**src/rtl/synth_cfg_pkg.sv**
```systemverilog
package synth_cfg_pkg;

  typedef enum logic [1:0] {
    TSEL_LOW   = 2'b00,
    TSEL_SDI   = 2'b01,
    TSEL_FBDIV = 2'b10,
    TSEL_FOUT  = 2'b11
  } tsel_e;

  // Serial frame: feedback bits, output code bits, one empty slot, two test bits.
  function automatic int unsigned frame_len(input int unsigned mw, input int unsigned nw,
                                            input int unsigned tw);
    return mw + nw + 1 + tw;
  endfunction

  function automatic logic m_within(input int unsigned m, input int unsigned lo,
                                    input int unsigned hi);
    return (m >= lo) && (m <= hi);
  endfunction

endpackage

```
**src/rtl/cfg_sync.sv**
```systemverilog
module cfg_sync #(
  parameter int W      = 1,
  parameter int STAGES = 2
) (
  input  logic         clk,
  input  logic         rst_n,
  input  logic [W-1:0] d,
  output logic [W-1:0] q
);
  generate
    if (STAGES == 1) begin : g_one
      logic [W-1:0] stg;
      always_ff @(posedge clk) stg <= d;
      assign q = stg;
    end else begin : g_chain
      logic [STAGES-1:0][W-1:0] stg;
      // reset preloads every stage with the live input so no false edge appears
      always_ff @(posedge clk) begin
        if (!rst_n) stg <= {STAGES{d}};
        else        stg <= {stg[STAGES-2:0], d};
      end
      assign q = stg[STAGES-1];
    end
  endgenerate
endmodule

```
**src/rtl/cfg_shift.sv**
```systemverilog
module cfg_shift #(
  parameter int M_W = 9,
  parameter int N_W = 2,
  parameter int T_W = 2
) (
  input  logic           clk,
  input  logic           rst_n,
  input  logic           shift_en,
  input  logic           din,
  output logic [M_W-1:0] cur_m,
  output logic [N_W-1:0] cur_n,
  output logic [T_W-1:0] cur_t,
  output logic [M_W-1:0] nxt_m,
  output logic [N_W-1:0] nxt_n,
  output logic [T_W-1:0] nxt_t
);
  localparam int F     = synth_cfg_pkg::frame_len(M_W, N_W, T_W);
  localparam int N_LSB = M_W;
  localparam int T_LSB = F - T_W;

  logic [F-1:0] sr;

  // newest bit enters at the top, so the first bit sent ends in bit 0
  always_ff @(posedge clk) begin
    if (!rst_n)        sr <= '0;
    else if (shift_en) sr <= {din, sr[F-1:1]};
  end

  assign cur_m = sr[M_W-1:0];
  assign cur_n = sr[N_LSB +: N_W];
  assign cur_t = sr[T_LSB +: T_W];
  assign nxt_m = sr[M_W:1];
  assign nxt_n = sr[N_LSB+1 +: N_W];
  assign nxt_t = {din, sr[F-1 -: T_W-1]};


  shift_top_chk: assert property (@(posedge clk) disable iff (!rst_n)
    shift_en |=> sr[F-1] == $past(din));

  shift_idle_chk: assert property (@(posedge clk) disable iff (!rst_n)
    !shift_en |=> $stable(sr));
endmodule

```
**src/rtl/cfg_hold.sv**
```systemverilog
module cfg_hold #(
  parameter int M_W = 9,
  parameter int N_W = 2,
  parameter int T_W = 2
) (
  input  logic           clk,
  input  logic           rst_n,
  input  logic [M_W-1:0] raw_m,
  input  logic [N_W-1:0] raw_n,
  input  logic           xpar,
  input  logic [M_W-1:0] pin_m,
  input  logic [N_W-1:0] pin_n,
  input  logic           ld_frame,
  input  logic           ld_live,
  input  logic [M_W-1:0] cur_m,
  input  logic [N_W-1:0] cur_n,
  input  logic [T_W-1:0] cur_t,
  input  logic [M_W-1:0] nxt_m,
  input  logic [N_W-1:0] nxt_n,
  input  logic [T_W-1:0] nxt_t,
  output logic [M_W-1:0] m_q,
  output logic [N_W-1:0] n_q,
  output logic [T_W-1:0] t_q
);
  always_ff @(posedge clk) begin
    if (!rst_n) begin
      m_q <= raw_m;
      n_q <= raw_n;
      t_q <= '0;
    end else if (xpar) begin
      m_q <= pin_m;
      n_q <= pin_n;
    end else if (ld_live) begin
      m_q <= nxt_m;
      n_q <= nxt_n;
      t_q <= nxt_t;
    end else if (ld_frame) begin
      m_q <= cur_m;
      n_q <= cur_n;
      t_q <= cur_t;
    end
  end


  par_follow_chk: assert property (@(posedge clk) disable iff (!rst_n)
    xpar |=> (m_q == $past(pin_m)) && (n_q == $past(pin_n)));

  hold_chk: assert property (@(posedge clk) disable iff (!rst_n)
    (!xpar && !ld_frame && !ld_live) |=> $stable(m_q) && $stable(n_q) && $stable(t_q));

  par_keeps_t_chk: assert property (@(posedge clk) disable iff (!rst_n)
    xpar |=> $stable(t_q));
endmodule

```
**src/rtl/synth_cfg_port.sv**
```systemverilog
module synth_cfg_port #(
  parameter int M_W         = 9,
  parameter int N_W         = 2,
  parameter int M_LO        = 25,
  parameter int M_HI        = 31,
  parameter int SYNC_STAGES = 2
) (
  input  logic           clk,
  input  logic           rst_n,
  input  logic           mr,
  input  logic           par_latch,
  input  logic [M_W-1:0] m_pin,
  input  logic [N_W-1:0] n_pin,
  input  logic           ser_clk,
  input  logic           ser_din,
  input  logic           ser_ld,
  input  logic           fb_div_in,
  input  logic           fout_in,
  output logic [M_W-1:0] m_act,
  output logic [N_W-1:0] n_act,
  output logic [1:0]     t_sel,
  output logic           test_out,
  output logic           m_ok
);
  import synth_cfg_pkg::*;

  localparam int T_W    = 2;
  localparam int SYNC_W = M_W + N_W + 4;
  localparam int B_SDI  = M_W + N_W;

  logic [SYNC_W-1:0] raw_bus, sync_bus;
  logic [M_W-1:0]    m_s;
  logic [N_W-1:0]    n_s;
  logic              sdi_s, sck_s, sld_s, plat_s;
  logic [1:0]        strb_q;
  logic              sck_rise, sld_rise;
  logic              xpar, shift_ev, ld_frame, ld_live;
  logic [M_W-1:0]    cur_m, nxt_m;
  logic [N_W-1:0]    cur_n, nxt_n;
  logic [T_W-1:0]    cur_t, nxt_t;

  assign raw_bus = {par_latch, ser_ld, ser_clk, ser_din, n_pin, m_pin};

  cfg_sync #(.W(SYNC_W), .STAGES(SYNC_STAGES)) u_sync (
    .clk(clk), .rst_n(rst_n), .d(raw_bus), .q(sync_bus)
  );

  assign m_s    = sync_bus[M_W-1:0];
  assign n_s    = sync_bus[M_W +: N_W];
  assign sdi_s  = sync_bus[B_SDI];
  assign sck_s  = sync_bus[B_SDI+1];
  assign sld_s  = sync_bus[B_SDI+2];
  assign plat_s = sync_bus[B_SDI+3];

  always_ff @(posedge clk) strb_q <= {sld_s, sck_s};

  // named internal events
  assign sck_rise = sck_s & ~strb_q[0];
  assign sld_rise = sld_s & ~strb_q[1];
  assign xpar     = ~plat_s;
  assign shift_ev = plat_s & sck_rise;
  assign ld_frame = plat_s & sld_rise;
  assign ld_live  = plat_s & sld_s & sck_rise;

  cfg_shift #(.M_W(M_W), .N_W(N_W), .T_W(T_W)) u_shift (
    .clk(clk), .rst_n(rst_n), .shift_en(shift_ev), .din(sdi_s),
    .cur_m(cur_m), .cur_n(cur_n), .cur_t(cur_t),
    .nxt_m(nxt_m), .nxt_n(nxt_n), .nxt_t(nxt_t)
  );

  cfg_hold #(.M_W(M_W), .N_W(N_W), .T_W(T_W)) u_hold (
    .clk(clk), .rst_n(rst_n), .raw_m(m_pin), .raw_n(n_pin),
    .xpar(xpar), .pin_m(m_s), .pin_n(n_s),
    .ld_frame(ld_frame), .ld_live(ld_live),
    .cur_m(cur_m), .cur_n(cur_n), .cur_t(cur_t),
    .nxt_m(nxt_m), .nxt_n(nxt_n), .nxt_t(nxt_t),
    .m_q(m_act), .n_q(n_act), .t_q(t_sel)
  );

  always_comb begin
    test_out = 1'b0;
    if (plat_s) begin
      unique case (tsel_e'(t_sel))
        TSEL_LOW:   test_out = 1'b0;
        TSEL_SDI:   test_out = ser_din;
        TSEL_FBDIV: test_out = fb_div_in & ~mr;
        TSEL_FOUT:  test_out = fout_in & ~mr;
      endcase
    end
  end

  assign m_ok = m_within(32'(m_act), M_LO, M_HI);


  par_quiet_chk: assert property (@(posedge clk) disable iff (!rst_n)
    xpar |-> !test_out);

  mr_gate_chk: assert property (@(posedge clk) disable iff (!rst_n)
    (mr && t_sel[1]) |-> !test_out);

  range_low_chk: assert property (@(posedge clk) disable iff (!rst_n)
    (32'(m_act) < M_LO) |-> !m_ok);

  range_high_chk: assert property (@(posedge clk) disable iff (!rst_n)
    (32'(m_act) > M_HI) |-> !m_ok);
endmodule

```
**config.mk**
```make
export PLATFORM = sky130hd
export DESIGN_NAME = synth_cfg_port
export DESIGN_NICKNAME = d
export VERILOG_FILES = /design/src/rtl/synth_cfg_pkg.sv /design/src/rtl/cfg_sync.sv /design/src/rtl/cfg_shift.sv /design/src/rtl/cfg_hold.sv /design/src/rtl/synth_cfg_port.sv
export SDC_FILE = /design/constraint.sdc
export NUM_CORES = 1
export LEC_CHECK = 0
export ABC_AREA = 1
export BUFFER_PORTS_ARGS = -buffer_cell sky130_fd_sc_hd__buf_2
export CAP_MARGIN = 20
export CORE_MARGIN = 2
export CORE_UTILIZATION = 52
export DETAILED_ROUTE_END_ITERATION = 6
export PLACE_DENSITY = 0.73
export SETUP_SLACK_MARGIN = 0.15
export SLEW_MARGIN = 20
export SYNTH_ARGS = -nofsm -noshare
export SYNTH_HDL_FRONTEND = slang
export SYNTH_SLANG_ARGS = --single-unit
export TNS_END_PERCENT = 1
```
**constraint.sdc**
```tcl
create_clock -name clk -period 3 [get_ports clk]
set_clock_uncertainty 0.1 [all_clocks]
set_input_delay 0.15 -clock clk [delete_from_list [all_inputs] [get_ports clk]]
set_output_delay 0.15 -clock clk [all_outputs]
set_load 0.01 [all_outputs]
```
==> results of run 1 <==
## report_power, final
| part | switching (mW) | total, mW | internal, mW |
|---|---|---|---|
| Combinational | 0.111 | 0.186 | 0.0746 |
| Clock | 0.313 | 0.612 | 0.298 |
| Sequential | 0.0291 | 0.901 | 0.872 |
## critical path: stages (launching register included)
cell,delay [ns]
dfxtp_1,0.70
nand2_2,0.13
inv_4,0.17
nand2_4,0.13
nand4_1,0.45
## stage by stage
step                      worst slack, ns  utilization  hold slack (ns)  instance area, sq um  power [mW]
final                               0.944        0.665            0.102                  2700        1.70
after global placement               1.02        0.586            0.167                  2380        1.08
after detailed placement            0.918        0.586            0.168                  2380        1.09
after CTS                           0.908        0.665           0.0907                  2700        1.72
after floorplan                      1.42            -           0.0777                  2210        1.03
after global routing                0.765        0.665            0.125                  2700        1.79
## sequential cells by signal, indices dropped and copies added (netlist names)
register / cells
strb_q: 2
u_hold.m_q: 9
u_hold.n_q: 2
u_hold.t_q: 2
u_shift.sr: 14
u_sync.g_chain.stg: 15
u_sync.q: 15
## cell families (layout without fill, tap and decap cells)
logic type,count (synthesis),count (layout),share of synthesized area
and+or+nand+nor,140,140,0.266
DFF,59,59,0.583
AOI/OAI and AO/OA,35,35,0.0803
buffers and inverters,34,86,0.0701
## final timing paths
kind	to	from	slack, ns
min	u_shift.sr[3]	rst_n	0.10
max reg2reg	u_hold.m_q[1]	u_sync.q[14]	0.94
max	u_hold.m_q[1]	u_sync.q[14]	0.94
min reg2reg	strb_q[0]	u_sync.q[12]	0.25
## cells in the final DEF, fill, tap and decap left out, drive strengths merged
| master | n |
|---|---|
| dfxtp | 48 |
| o21ai | 17 |
| dlygate4sd3 | 15 |
| clkinvlp | 2 |
| buf | 35 |
| o21a | 1 |
| nand2 | 107 |
| inv | 20 |
| nor2 | 3 |
| nand4 | 2 |
| nand3b | 1 |
| a21oi | 17 |
| clkbuf | 10 |
| nor4 | 1 |
| clkinv | 4 |
| edfxtp | 11 |
| nor3 | 2 |
| nand3 | 24 |
## layer usage
layer | vias up | GRT usage | wire, microns
met3 | 7 | 0.0872 | 252
met5 | - | 0 | 0
met1 | 817 | 0.234 | 1920
met2 | 48 | 0.363 | 2240
li1 | 951 | - | -
met4 | 0 | 0.0675 | 63
## repair_timing
item	in CTS	in global routing
setup buffers	0	0
hold buffers	15	0
endpoints found under the hold margin	31	0
## layout make-up
cell class	instances	area share
clock buffers	10	0.0473
inverters	20	0.0288
clock inverters	6	0.0158
repair buffers	50	0.122
multi-input cells	175	0.284
flip-flops and latches	59	0.479
well taps	50	0.0232
==> results.ini, run 1 <==
[timing]
slew-limit-headroom = 0.588
finalHoldViolCount = 0
timing.setup.tns_ns = 0
final.period_utilization = 0.685
rsz0062_at_grt = false
setup_viol = 0
period_needed_ns = 2.06
slew_viol_final = 0
fmax_mhz = 486
worst_pin_slew_ns = 0.616

[layout]
nets = 335
antenna_cells = 0
multi_input_area_sq_um = 767
syn_to_final_growth_pct = 21.8
area.sequential_sq_mm = 0.00129
final_cells = 370
drive_gt1_frac = 0.172
fillers = 338

[job]
max_cap_violations = 0

[drt]
via_per_inst = 4.93
ant_nets = 0
initialDrtViolationCount = 100
routed_wl_microns = 4480
drc_errors = 0
vias = 1823
drtPass1Iterations = 5
wl_per_cell_microns = 12.1

[synth]
avgSynthCellArea_sq_um = 8.26
synth_nets = 288
syn-cell-area_sq_mm = 0.00221
ys_top_cells_by_count = nand2_1 (104), dfxtp_1 (48), nand3_1 (24)
synth_most_common_cell = nand2_1
yosysTopAreaCellShare = 0.434
yosysWarnings = 0
synth_edf_count = 11
yosysUniqueCellTypes = 22
seq_area_frac_synth = 0.583
synth_seq_cells = 59
synth_cells = 268
synth_top_flop_cell = dfxtp_1
async_flop_share = 0
yosysTopAreaCell = dfxtp_1
yosys-top-cells-area = dfxtp_1 (43%), nand2_1 (18%), edfxtp_1 (15%), nand3_1 (5.4%), a21oi_1 (3.8%)

[clocking]
clk_pin_slew_worst_paths_ns = 0.07
cts_buffer_depth = 2
clockRootBuffer = clkbuf_8
cts_max_level = 3
cts_resized = 0
cts_tree = built
worstSkewPairLatency_ns = 0.34
numCtsBuffers = 9
cts_sinks = 59

[global_routing]
grt_pass1_vias = 1846
overflow = 0
grt_pass1_wl_microns = 7850
grt_max_degree = 28
grtUsageTotal = 0.210
antenna_found_initial = 0

[placed_design]
dpl.hpwl_microns = 2860
gp_congestion = 0.801
dp_cells = 339
port_buffers = 34

[setup_path]
reg2reg_depth = 4
crit_arrival_ns = 1.93
cp_data_required_time_ns = 2.88
path_class = reg -> reg
cp-start-kind = register
end_kind = register
cp_max_fo = 18

[die]
ios = 35
rows = 23
coreArea_sq_mm = 0.00406
die_h_microns = 69.2
start_util = 0.545
fp.dieW_microns = 69.2
dieArea_sq_mm = 0.00479

[min_path]
holdCritPathClass = in -> reg
holdPathStages = 3

[status]
outcome = complete, no violations

[power_and_ir_drop]
p_leak_nw = 1.32
max-vdd-ir-drop_v = 0.000500
power.density_mw_per_mm2 = 630

No activity file was read; power rests on OpenSTA's default activity.
==> run 2: changes to the inputs <==
--- a/config.mk
+++ b/config.mk
@@ -9,9 +9,9 @@
 export BUFFER_PORTS_ARGS = -buffer_cell sky130_fd_sc_hd__buf_2
 export CAP_MARGIN = 20
 export CORE_MARGIN = 2
-export CORE_UTILIZATION = 52
+export CORE_UTILIZATION = 49
 export DETAILED_ROUTE_END_ITERATION = 6
-export PLACE_DENSITY = 0.73
+export PLACE_DENSITY = 0.72
 export SETUP_SLACK_MARGIN = 0.15
 export SLEW_MARGIN = 20
 export SYNTH_ARGS = -nofsm -noshare
==> constraint.sdc (replaced) <==
create_clock -name clk -period 1.8 [get_ports clk]
set_clock_uncertainty 0.1 [all_clocks]
set_input_delay 0.09 -clock clk [delete_from_list [all_inputs] [get_ports clk]]
set_output_delay 0.09 -clock clk [all_outputs]
set_load 0.01 [all_outputs]
==> run 2 against run 1 <==
  * Critical path depth grew 1
  * Worst hold slack got worse by 0.0059 ns
  * Non-clock buffer count is 3 higher
  * Routed wire length fell by 4.0%
  * Fmax is 29% higher
  * Worst setup slack got worse by 0.74 ns
  * Critical endpoint is now u_hold.m_q[5]
  * Utilization decreased by 3.5 points
  * Die area up 5.8%
  * Final cell count increased by 1.4%
  * Clock power rose by 83%
  * Critical path type unchanged
  * Flip-flop and latch count stayed put
==> results.ini, run 2 (synthesis gave the netlist of run 1 again) <==
[setup_path]
path_class = reg -> reg
cp_data_required_time_ns = 1.74  ; -1.14 ns
crit_arrival_ns = 1.53  ; -0.40 ns
cp_max_fo = 16  ; -2
end_kind = register
cp-start-kind = register

[clocking]
cts_buffer_depth = 2  ; unchanged
worstSkewPairLatency_ns = 0.34  ; about the same
cts_max_level = 3  ; unchanged
post_cts_buffers = 0  ; unchanged
cts_sinks = 59  ; unchanged
clk_pin_slew_worst_paths_ns = 0.06  ; about the same
clockRootBuffer = clkbuf_8
numCtsBuffers = 9  ; unchanged
cts_tree = built

[timing]
worst_pin_slew_ns = 0.523  ; -0.0929 ns
slew-limit-headroom = 0.651  ; +0.0628
setup_viol = 0  ; unchanged
timing.setup.tns_ns = 0  ; unchanged
finalHoldViolCount = 0  ; unchanged
slew_viol_final = 0  ; unchanged
final.period_utilization = 0.885  ; +0.200
period_needed_ns = 1.59  ; -0.462 ns
fmax_mhz = 627  ; +29%
rsz0062_at_grt = true

[global_routing]
grt_pass1_wl_microns = 7150  ; -8.9%
grt.busiest_layer = met2
grt_pass1_vias = 1673  ; -9.4%
grt_max_degree = 28  ; unchanged
antenna_found_initial = 0  ; unchanged
gr-usage-met1 = 0.213  ; -0.0211
grtUsageTotal = 0.187  ; -0.0231
overflow = 0  ; unchanged
groute.layer.met3.usage = 0.0520  ; -0.0352
grt_util_met2 = 0.309  ; -0.0546

[drt]
vias = 1779  ; -2.4%
ant_nets = 0  ; unchanged
wl_per_cell_microns = 11.5  ; -5.2%
drtPass1Iterations = 4  ; -1
initialDrtViolationCount = 108  ; +8.0%
routed_wl_microns = 4300  ; -4.0%
drc_errors = 0  ; unchanged
via_per_inst = 4.74  ; -3.7%

[die]
rows = 24  ; +4.3%
coreArea_sq_mm = 0.00435  ; +7.3%
dieArea_sq_mm = 0.00507  ; +5.8%
die_h_microns = 71.2  ; +2.8%
ios = 35  ; unchanged
start_util = 0.508  ; -0.0371
fp.dieW_microns = 71.2  ; +2.8%

[layout]
fillers = 363  ; +7.4%
nets = 338  ; +0.90%
syn_to_final_growth_pct = 23.9
antenna_cells = 0  ; unchanged
final_common_cell = nand2_1
drive_gt1_frac = 0.180  ; +0.00769
final_cell_mix = nand2_1 (104), dfxtp_1 (48), buf_2 (34)
final_area_sq_mm = 0.00274  ; +1.7%

[placed_design]
port_buffers = 34  ; unchanged
dpl.hpwl_microns = 2840  ; -0.70%
placed_cell_area_sq_mm = 0.00240  ; +1.1%
gp_congestion = 0.774  ; -3.4%

[power_and_ir_drop]
p_leak_nw = 1.36  ; +2.6%
max-vdd-ir-drop_v = 0.000671  ; +34%
power.density_mw_per_mm2 = 1070  ; +70%

[status]
outcome = complete, no violations

[job]
max_cap_violations = 0  ; unchanged

[min_path]
holdCritPathClass = in -> reg

==> run 2: changes by cell type in the layout (fill, tap and decap cells not counted) <==
cell,before,now
nand2_4,1,2
buf_4,1,4
bufinv_16,0,1
nand2_2,2,1
clkinvlp_4,2,1
clkinv_4,2,0
clkinv_2,2,4
==> run 2: critical path, cell delays in order (launching register included) <==
cell and delay, ns:
dfxtp_1 0.32, inv_1 0.06, nor2_4 0.30, nand2_4 0.19
nand4_1 0.11, buf_4 0.20
==> run 2: final cells by class <==
class / instances / area, sq um / area share
inverter: 20 / 77.6 / 0.0283
timing repair buffer: 53 / 350 / 0.128
tap: 52 / 65.1 / 0.0237
sequential: 59 / 1290 / 0.471
multi-input combinational: 175 / 772 / 0.282
clock inverter: 6 / 57.6 / 0.0210
clock buffer: 10 / 128 / 0.0466
==> run 2: power breakdown <==
part	leakage [nW]	internal (mW)	switching (mW)
clock network	0.0958	0.628	0.493
registers	0.519	1.45	0.0406
logic	0.745	0.131	0.193
==> run 2: per-stage QoR <==
step | hold slack (ns) | utilization | setup WS, ns | cells | power [mW]
floorplan | 0.0177 | - | 0.224 | 268 | 1.72
global placement | 0.106 | 0.551 | 0.269 | 344 | 1.81
detailed placement | 0.109 | 0.551 | 0.248 | 344 | 1.82
CTS | 0.0845 | 0.628 | 0.233 | 375 | 2.97
global route | 0.109 | 0.630 | 0.111 | 375 | 3.06
finish | 0.0963 | 0.630 | 0.206 | 375 | 2.94
==> run 2: path summary, 6_finish.rpt <==
| check | cells past startpoint | startpoint | endpoint | slack (ns) |
|---|---|---|---|---|
| hold reg to reg | 0 | u_sync.q[12] | strb_q[0] | 0.25 |
| setup reg to reg | 5 | u_sync.q[12] | u_hold.m_q[5] | 0.21 |
| hold / removal | 4 | rst_n | u_sync.q[13] | 0.1 |
| setup / recovery | 5 | u_sync.q[12] | u_hold.m_q[5] | 0.21 |
==> run 2: timing repair <==
| item | 4_1_cts | 5_1_grt |
|---|---|---|
| resized for setup | 0 | 1 |
| hold buffers | 15 | 0 |
| hold endpoints to repair | 40 | 0 |
| setup endpoints to repair | 0 | 16 |
==> run 2: per-layer routing <==
layer / part of all wire / vias up
met5: 0 / -
met4: 0.024 / 0
met3: 0.036 / 9
met2: 0.48 / 37
met1: 0.46 / 775
li1: - / 958
